`src/rtl/rdt_pkg.sv`:
```
package rdt_pkg;
  typedef enum logic {CMD_RD = 1'b0, CMD_WR = 1'b1} cmd_e;
  localparam int unsigned LFSR_W = 16;
endpackage

```
`src/rtl/rdt_lfsr.sv`:
```
module rdt_lfsr #(
  parameter logic [15:0] SEED = 16'hACE1
) (
  input  logic        clk_i,
  input  logic        rst_ni,
  output logic [15:0] q_o
);
  always_ff @(posedge clk_i or negedge rst_ni) begin
    if (!rst_ni) q_o <= SEED;
    else         q_o <= {q_o[14:0], q_o[15] ^ q_o[13] ^ q_o[12] ^ q_o[10]};
  end
endmodule

```
`src/rtl/rdt_zero_count.sv`:
```
module rdt_zero_count #(
  parameter int unsigned DATA_W = 512,
  localparam int unsigned ZC_W  = $clog2(DATA_W + 1)
) (
  input  logic [DATA_W-1:0] data_i,
  output logic [ZC_W-1:0]   zeros_o
);
  always_comb begin
    zeros_o = '0;
    for (int i = 0; i < DATA_W; i++) zeros_o = zeros_o + ZC_W'(~data_i[i]);
  end
endmodule

```
`src/rtl/rdt_victim.sv`:
```
module rdt_victim #(
  parameter int unsigned ENTRIES = 4,
  parameter int unsigned RC_W    = 11,
  parameter int unsigned ZC_W    = 10,
  localparam int unsigned IDX_W  = $clog2(ENTRIES)
) (
  input  logic [ENTRIES*RC_W-1:0] rc_i,
  input  logic [ENTRIES*ZC_W-1:0] zc_i,
  output logic [IDX_W-1:0]        idx_o
);
  logic [RC_W-1:0] best_rc;
  logic [ZC_W-1:0] best_zc;
  always_comb begin
    idx_o   = '0;
    best_rc = rc_i[RC_W-1:0];
    best_zc = zc_i[ZC_W-1:0];
    for (int i = 1; i < ENTRIES; i++) begin
      if (rc_i[i*RC_W +: RC_W] < best_rc ||
          (rc_i[i*RC_W +: RC_W] == best_rc && zc_i[i*ZC_W +: ZC_W] < best_zc)) begin
        idx_o   = IDX_W'(i);
        best_rc = rc_i[i*RC_W +: RC_W];
        best_zc = zc_i[i*ZC_W +: ZC_W];
      end
    end
  end
endmodule

```
`src/rtl/rd_disturb_tracker.sv`:
```
module rd_disturb_tracker
  import rdt_pkg::*;
#(
  parameter int unsigned ENTRIES = 4,
  parameter int unsigned ADDR_W  = 25,
  parameter int unsigned DATA_W  = 512,
  parameter int unsigned THRESH  = 1024,
  parameter logic [15:0] SEED    = 16'hACE1
) (
  input  logic              clk_i,
  input  logic              rst_ni,
  input  logic              cmd_valid_i,
  output logic              cmd_ready_o,
  input  logic              cmd_wr_i,
  input  logic [ADDR_W-1:0] cmd_addr_i,
  input  logic [DATA_W-1:0] cmd_data_i,
  output logic              req_valid_o,
  input  logic              req_ready_i,
  output logic [ADDR_W-1:0] req_addr_o
);
  localparam int unsigned IDX_W = $clog2(ENTRIES);
  localparam int unsigned RC_W  = $clog2(THRESH + 1);
  localparam int unsigned ZC_W  = $clog2(DATA_W + 1);

  logic [LFSR_W-1:0] rnd;
  logic [ZC_W-1:0]   in_zc;

  rdt_lfsr #(.SEED(SEED)) u_lfsr (.clk_i(clk_i), .rst_ni(rst_ni), .q_o(rnd));
  rdt_zero_count #(.DATA_W(DATA_W)) u_zc (.data_i(cmd_data_i), .zeros_o(in_zc));

  // stage register
  logic              s_vld;
  cmd_e              s_cmd;
  logic [ADDR_W-1:0] s_addr;
  logic [ZC_W-1:0]   s_zc;

  // table
  logic              t_vld  [ENTRIES];
  logic [ADDR_W-1:0] t_addr [ENTRIES];
  logic [RC_W-1:0]   t_rc   [ENTRIES];
  logic [ZC_W-1:0]   t_zc   [ENTRIES];

  logic [ENTRIES*RC_W-1:0] rc_flat;
  logic [ENTRIES*ZC_W-1:0] zc_flat;
  logic [ENTRIES-1:0]      hit;
  logic [IDX_W-1:0]        vic_idx;

  for (genvar g = 0; g < ENTRIES; g++) begin : g_flat
    assign rc_flat[g*RC_W +: RC_W] = t_rc[g];
    assign zc_flat[g*ZC_W +: ZC_W] = t_zc[g];
    assign hit[g] = t_vld[g] && (t_addr[g] == s_addr);
  end

  rdt_victim #(.ENTRIES(ENTRIES), .RC_W(RC_W), .ZC_W(ZC_W)) u_vic (
    .rc_i(rc_flat), .zc_i(zc_flat), .idx_o(vic_idx));

  logic stall, adv;
  assign stall       = req_valid_o && !req_ready_i;
  assign adv         = s_vld && !stall;
  assign cmd_ready_o = !s_vld || !stall;

  logic              hit_any, free_any;
  logic [IDX_W-1:0]  hit_idx, free_idx;
  logic              upd_en, gen;
  logic [IDX_W-1:0]  upd_idx;
  logic [RC_W-1:0]   upd_rc, nrc;
  logic [ZC_W-1:0]   upd_zc;
  logic [ADDR_W-1:0] gen_addr;
  logic              inc;

  always_comb begin
    hit_any  = 1'b0;
    hit_idx  = '0;
    free_any = 1'b0;
    free_idx = '0;
    for (int i = ENTRIES - 1; i >= 0; i--) begin
      if (hit[i])    begin hit_any  = 1'b1; hit_idx  = IDX_W'(i); end
      if (!t_vld[i]) begin free_any = 1'b1; free_idx = IDX_W'(i); end
    end
  end

  always_comb begin
    upd_en   = 1'b0;
    upd_idx  = hit_idx;
    upd_rc   = '0;
    upd_zc   = '0;
    gen      = 1'b0;
    gen_addr = s_addr;
    inc      = 1'b0;
    nrc      = '0;
    if (hit_any) begin
      upd_en = 1'b1;
      upd_zc = (s_cmd == CMD_WR) ? s_zc : t_zc[hit_idx];
      inc    = (s_cmd == CMD_WR) ? (s_zc == '0) : (t_zc[hit_idx] != '0);
      nrc    = t_rc[hit_idx] + RC_W'(inc);
      upd_rc = nrc;
      if (nrc == RC_W'(THRESH)) begin
        gen    = 1'b1;
        upd_rc = '0;
      end
    end else if (rnd[0]) begin
      upd_en  = 1'b1;
      upd_idx = free_any ? free_idx : vic_idx;
      upd_zc  = (s_cmd == CMD_WR) ? s_zc : '0;
      if (!free_any && rnd[4:1] == 4'd0) begin
        gen      = 1'b1;
        gen_addr = t_addr[vic_idx];
      end
    end
  end

  always_ff @(posedge clk_i or negedge rst_ni) begin
    if (!rst_ni) begin
      s_vld  <= 1'b0;
      s_cmd  <= CMD_RD;
      s_addr <= '0;
      s_zc   <= '0;
    end else if (cmd_ready_o) begin
      s_vld <= cmd_valid_i;
      if (cmd_valid_i) begin
        s_cmd  <= cmd_e'(cmd_wr_i);
        s_addr <= cmd_addr_i;
        s_zc   <= in_zc;
      end
    end
  end

  always_ff @(posedge clk_i or negedge rst_ni) begin
    if (!rst_ni) begin
      for (int i = 0; i < ENTRIES; i++) begin
        t_vld[i]  <= 1'b0;
        t_addr[i] <= '0;
        t_rc[i]   <= '0;
        t_zc[i]   <= '0;
      end
    end else if (adv && upd_en) begin
      t_vld[upd_idx]  <= 1'b1;
      t_addr[upd_idx] <= s_addr;
      t_rc[upd_idx]   <= upd_rc;
      t_zc[upd_idx]   <= upd_zc;
    end
  end

  always_ff @(posedge clk_i or negedge rst_ni) begin
    if (!rst_ni) begin
      req_valid_o <= 1'b0;
      req_addr_o  <= '0;
    end else if (adv && gen) begin
      req_valid_o <= 1'b1;
      req_addr_o  <= gen_addr;
    end else if (req_ready_i) begin
      req_valid_o <= 1'b0;
    end
  end


  req_hold_chk: assert property (@(posedge clk_i) disable iff (!rst_ni)
    req_valid_o && !req_ready_i |=> req_valid_o && $stable(req_addr_o));

  req_latency_chk: assert property (@(posedge clk_i) disable iff (!rst_ni)
    $rose(req_valid_o) |-> $past(s_vld));

  hit_unique_chk: assert property (@(posedge clk_i) disable iff (!rst_ni)
    $onehot0(hit));
  for (genvar g = 0; g < ENTRIES; g++) begin : g_chk

    rc_bound_chk: assert property (@(posedge clk_i) disable iff (!rst_ni)
      t_rc[g] < RC_W'(THRESH));
  end
endmodule

```
`config.mk`:
```
export PLATFORM = sky130hd
export DESIGN_NAME = rd_disturb_tracker
export DESIGN_NICKNAME = d
export VERILOG_FILES = /design/src/rtl/rdt_pkg.sv /design/src/rtl/rdt_lfsr.sv /design/src/rtl/rdt_zero_count.sv /design/src/rtl/rdt_victim.sv /design/src/rtl/rd_disturb_tracker.sv
export SDC_FILE = /design/constraint.sdc
export NUM_CORES = 1
export LEC_CHECK = 0
export BUFFER_PORTS_ARGS = -buffer_cell sky130_fd_sc_hd__buf_2
export CAP_MARGIN = 10
export CELL_PAD_IN_SITES_DETAIL_PLACEMENT = 2
export CELL_PAD_IN_SITES_GLOBAL_PLACEMENT = 2
export CORE_MARGIN = 2
export CORE_UTILIZATION = 35
export CTS_CLUSTER_SIZE = 14
export DETAILED_ROUTE_END_ITERATION = 8
export HOLD_SLACK_MARGIN = 0.15
export PLACE_DENSITY_LB_ADDON = 0.1
export SKIP_LAST_GASP = 1
export SLEW_MARGIN = 15
export SYNTH_ARGS = -nofsm -noshare
export SYNTH_HDL_FRONTEND = slang
export SYNTH_HIERARCHICAL = 1
export SYNTH_SLANG_ARGS = --single-unit
```
`constraint.sdc`:
```
create_clock -name clk_i -period 8.9 [get_ports clk_i]
set_input_delay 1.335 -clock clk_i [delete_from_list [all_inputs] [get_ports clk_i]]
set_output_delay 1.335 -clock clk_i [all_outputs]
set_load 0.02 [all_outputs]
```
==> results.json <==
{
  "whs_endpoint": "u_lfsr/q_o[10]$_DFF_PN1_",
  "fin_skew_ns": 0.0168,
  "cts_buffers": 29,
  "critPathMaxStageDelay_ns": 0.65,
  "grt_antenna_before_repair": 39,
  "die_y_um": 293,
  "synth_cell_types": 94,
  "critical_path_arrival_ns": 9.77,
  "dp_hpwl_um": 93200,
  "endpoint_kind": "flop",
  "fmax_ghz": 0.108,
  "ys_ff_latch": 267,
  "chipWidth_um": 293,
  "drv_slew": 0,
  "max-cap-violations": 0,
  "nNetsFinal": 4589,
  "clock-sinks": 267,
  "num_rows": 105,
  "wire_per_inst_um": 23.8,
  "mostFrequentLayoutCells": "inv_1, buf_2, fa_1, nand2_1, dfrtp_1",
  "clk_latency_ns": 0.59,
  "worstSetupPathType": "in2reg",
  "final_antenna_net_count": 0,
  "critPathLaunchType": "input pin",
  "min_path_cells": 0,
  "initialDrtViolationCount": 692,
  "r2r_slack_ns": 0.64,
  "r2r_cells": 34,
  "rr_endpoint": "rc_flat[43]$_DFFE_PN0P_",
  "hold_class": "reg2reg",
  "syn_area_sq_mm": 0.0292,
  "critPathMostFrequentCell": "fa_1",
  "hold_start": "u_lfsr/q_o[9]$_DFF_PN0_",
  "drcViolationCount": 0,
  "overflow": 0,
  "cts_buffer_depth": 3,
  "r2r-start": "rc_flat[6]$_DFFE_PN0P_",
  "crit_required_ns": 9.42,
  "grt_pass1_wl_um": 165000,
  "portBuffers": 568,
  "worstPathMaxFanout": 3,
  "grt_pass1_vias": 27300,
  "cp_slowest_cell": "fa_2",
  "yosys_most_used_dff": "dfrtp_1",
  "violations": "negative setup slack",
  "grt_util_all_layers_pct": 25.5,
  "areaGrowthSynthToFinish_pct": 19.3,
  "grt_start_max_net_pins": 96,
  "synth_warnings": 6,
  "crit_cells": 26,
  "drive_above_1_share_pct": 25.5,
  "multi_input_area_sq_mm": 0.0193,
  "fin_ws_ns": -0.351,
  "min_period_ns": 9.25,
  "post_drt_via_cell_ratio": 4.87,
  "maxSlewHeadroom_pct": 37.9,
  "status": "finished with violations",
  "path_clk_slew_ns": 0.06,
  "regArea_sq_mm": 0.00669,
  "first_pass_iters": 5,
  "fillers": 8797,
  "syn_nets": 4012,
  "setup_viol_count_final": 7,
  "ctsHtreeMaxLevel": 1,
  "path_buf_inv": 7,
  "postSynthCellCount": 2847,
  "place_congestion": 0.938,
  "worstMarginPinSlew_ns": 0.929,
  "drt-total-wl_um": 108000,
  "async_flop_share_pct": 100,
  "root_buffer": "clkbuf_16",
  "num_vias": 22100,
  "design.core.area_sq_mm": 0.0822,
  "place_ws_ns": -1.09,
  "cts_tree": "yes",
  "synth-edff-count": 0,
  "synth.avg_cell_area_sq_um": 10.2,
  "io_pins": 569,
  "die-area_sq_mm": 0.0856,
  "hold_viol": 0,
  "rsz0062_at_grt": "yes",
  "start_util_pct": 35.5,
  "period_share_pct": 104,
  "crit_family": "adder cells",
  "mostFrequentLayoutCell": "inv_1",
  "ys_seq_area_share_pct": 22.9
}
## synth_stat cells (5+ instances only)
cell type | count | area, sq um
xnor2_1 | 40 | 350
nand2b_1 | 24 | 150
mux2i_1 | 33 | 330
buf_6 | 14 | 158
o21ai_1 | 5 | 25.0
nor2b_1 | 7 | 43.8
nor4_1 | 27 | 169
o211ai_1 | 7 | 52.6
buf_4 | 5 | 37.5
mux2_4 | 20 | 300
or4_1 | 9 | 67.6
and3_1 | 22 | 138
fa_1 | 495 | 9910
a211oi_1 | 20 | 150
and2_1 | 12 | 75.1
o21ai_0 | 103 | 515
nor3_1 | 9 | 45.0
nor2_1 | 16 | 60.1
nand2_1 | 350 | 1310
a21o_1 | 10 | 75.1
mux4_2 | 25 | 563
nand4_1 | 22 | 138
inv_1 | 755 | 2830
nor4_2 | 7 | 87.6
buf_2 | 19 | 95.1
mux2_2 | 63 | 709
a21oi_1 | 45 | 225
dfstp_2 | 8 | 210
xor2_1 | 73 | 639
o21a_1 | 26 | 195
nand3_1 | 18 | 90.1
o22a_1 | 26 | 228
clkbuf_1 | 49 | 184
ha_1 | 128 | 1600
dfrtp_1 | 259 | 6480
## layer usage
| layer | GRT usage, % | vias up | wire length, um | part of all wire (%) |
|---|---|---|---|---|
| li1 | - | 9893 | - | - |
| met1 | 29.2 | 11600 | 41900 | 39 |
| met2 | 49.6 | 428 | 59200 | 55 |
| met3 | 3.62 | 163 | 3990 | 3.7 |
| met4 | 5.53 | 38 | 2520 | 2.3 |
| met5 | 0 | - | 237 | 0.22 |
## per-stage QoR
step	setup TNS (ns)	area (sq um)	hold slack, ns	std cells	utilization [%]
3_5_place_dp	-7.79	33600	0.344	4456	40.9
3_3_place_gp	-6.94	33600	0.342	4456	40.9
2_1_floorplan	-1.72	29200	0.331	2847	-
4_1_cts	-1.43	34700	0.363	4513	42.1
5_1_grt	-4.22	34800	0.364	4523	42.3
6_report	-1.90	34800	0.359	4535	42.3
## worst max-delay path by stage
stage,start,to,slack (ns)
finish,cmd_data_i[77],s_zc[6]$_DFFE_PN0P_,-0.35
global route,cmd_data_i[485],s_zc[6]$_DFFE_PN0P_,-0.61
CTS,cmd_data_i[485],s_zc[6]$_DFFE_PN0P_,-0.40
detailed placement,cmd_data_i[485],s_zc[6]$_DFFE_PN0P_,-1.09
global placement,cmd_data_i[425],s_zc[6]$_DFFE_PN0P_,-0.99
floorplan,cmd_data_i[425],s_zc[6]$_DFFE_PN0P_,-0.48
## flip-flops by register name, summed over array words and instances (netlist names)
register / count
s_addr: 25
t_zc: 40
req_addr_o: 25
u_lfsr/q_o: 16
t_vld: 4
req_valid_o: 1
t_addr: 100
s_cmd: 1
s_zc: 10
s_vld: 1
rc_flat: 44
## logic make-up (layout without fill, tap and decap cells)
group,after synthesis,in the layout,share of synthesized area [%]
multiplexers,143,143,6.61
adder cells (fa/ha/maj),623,623,39.5
AO/OA/AOI/OAI,296,296,6.93
flip-flops,267,267,22.9
AND/OR/NAND/NOR,559,559,9.25
buffers and inverters,846,1446,11.4
other,0,18,0
XOR/XNOR,113,113,3.39
## cell type report
type / instances / share of cell area [%]
clock buffers: 47 / 2.51
well taps: 1070 / 3.85
inverters: 755 / 8.16
diodes: 18 / 0.129
flip-flops and latches: 267 / 19.2
repair buffers: 637 / 10.4
multi-input cells: 1734 / 55.5
clock inverters: 7 / 0.194
## timing repair
| item | in CTS | in global routing |
|---|---|---|
| hold endpoints to repair | 0 | 0 |
| pin swaps | 14 | 15 |
| buffers inserted | 3 | 4 |
| hold buffers | 0 | 0 |
| gates resized for setup | 16 | 25 |
| setup endpoints to repair | 9 | 101 |
Power is left out: the tool's default activity adds up to more than one toggle a clock period on the data nets, which glitch-free logic cannot reach.
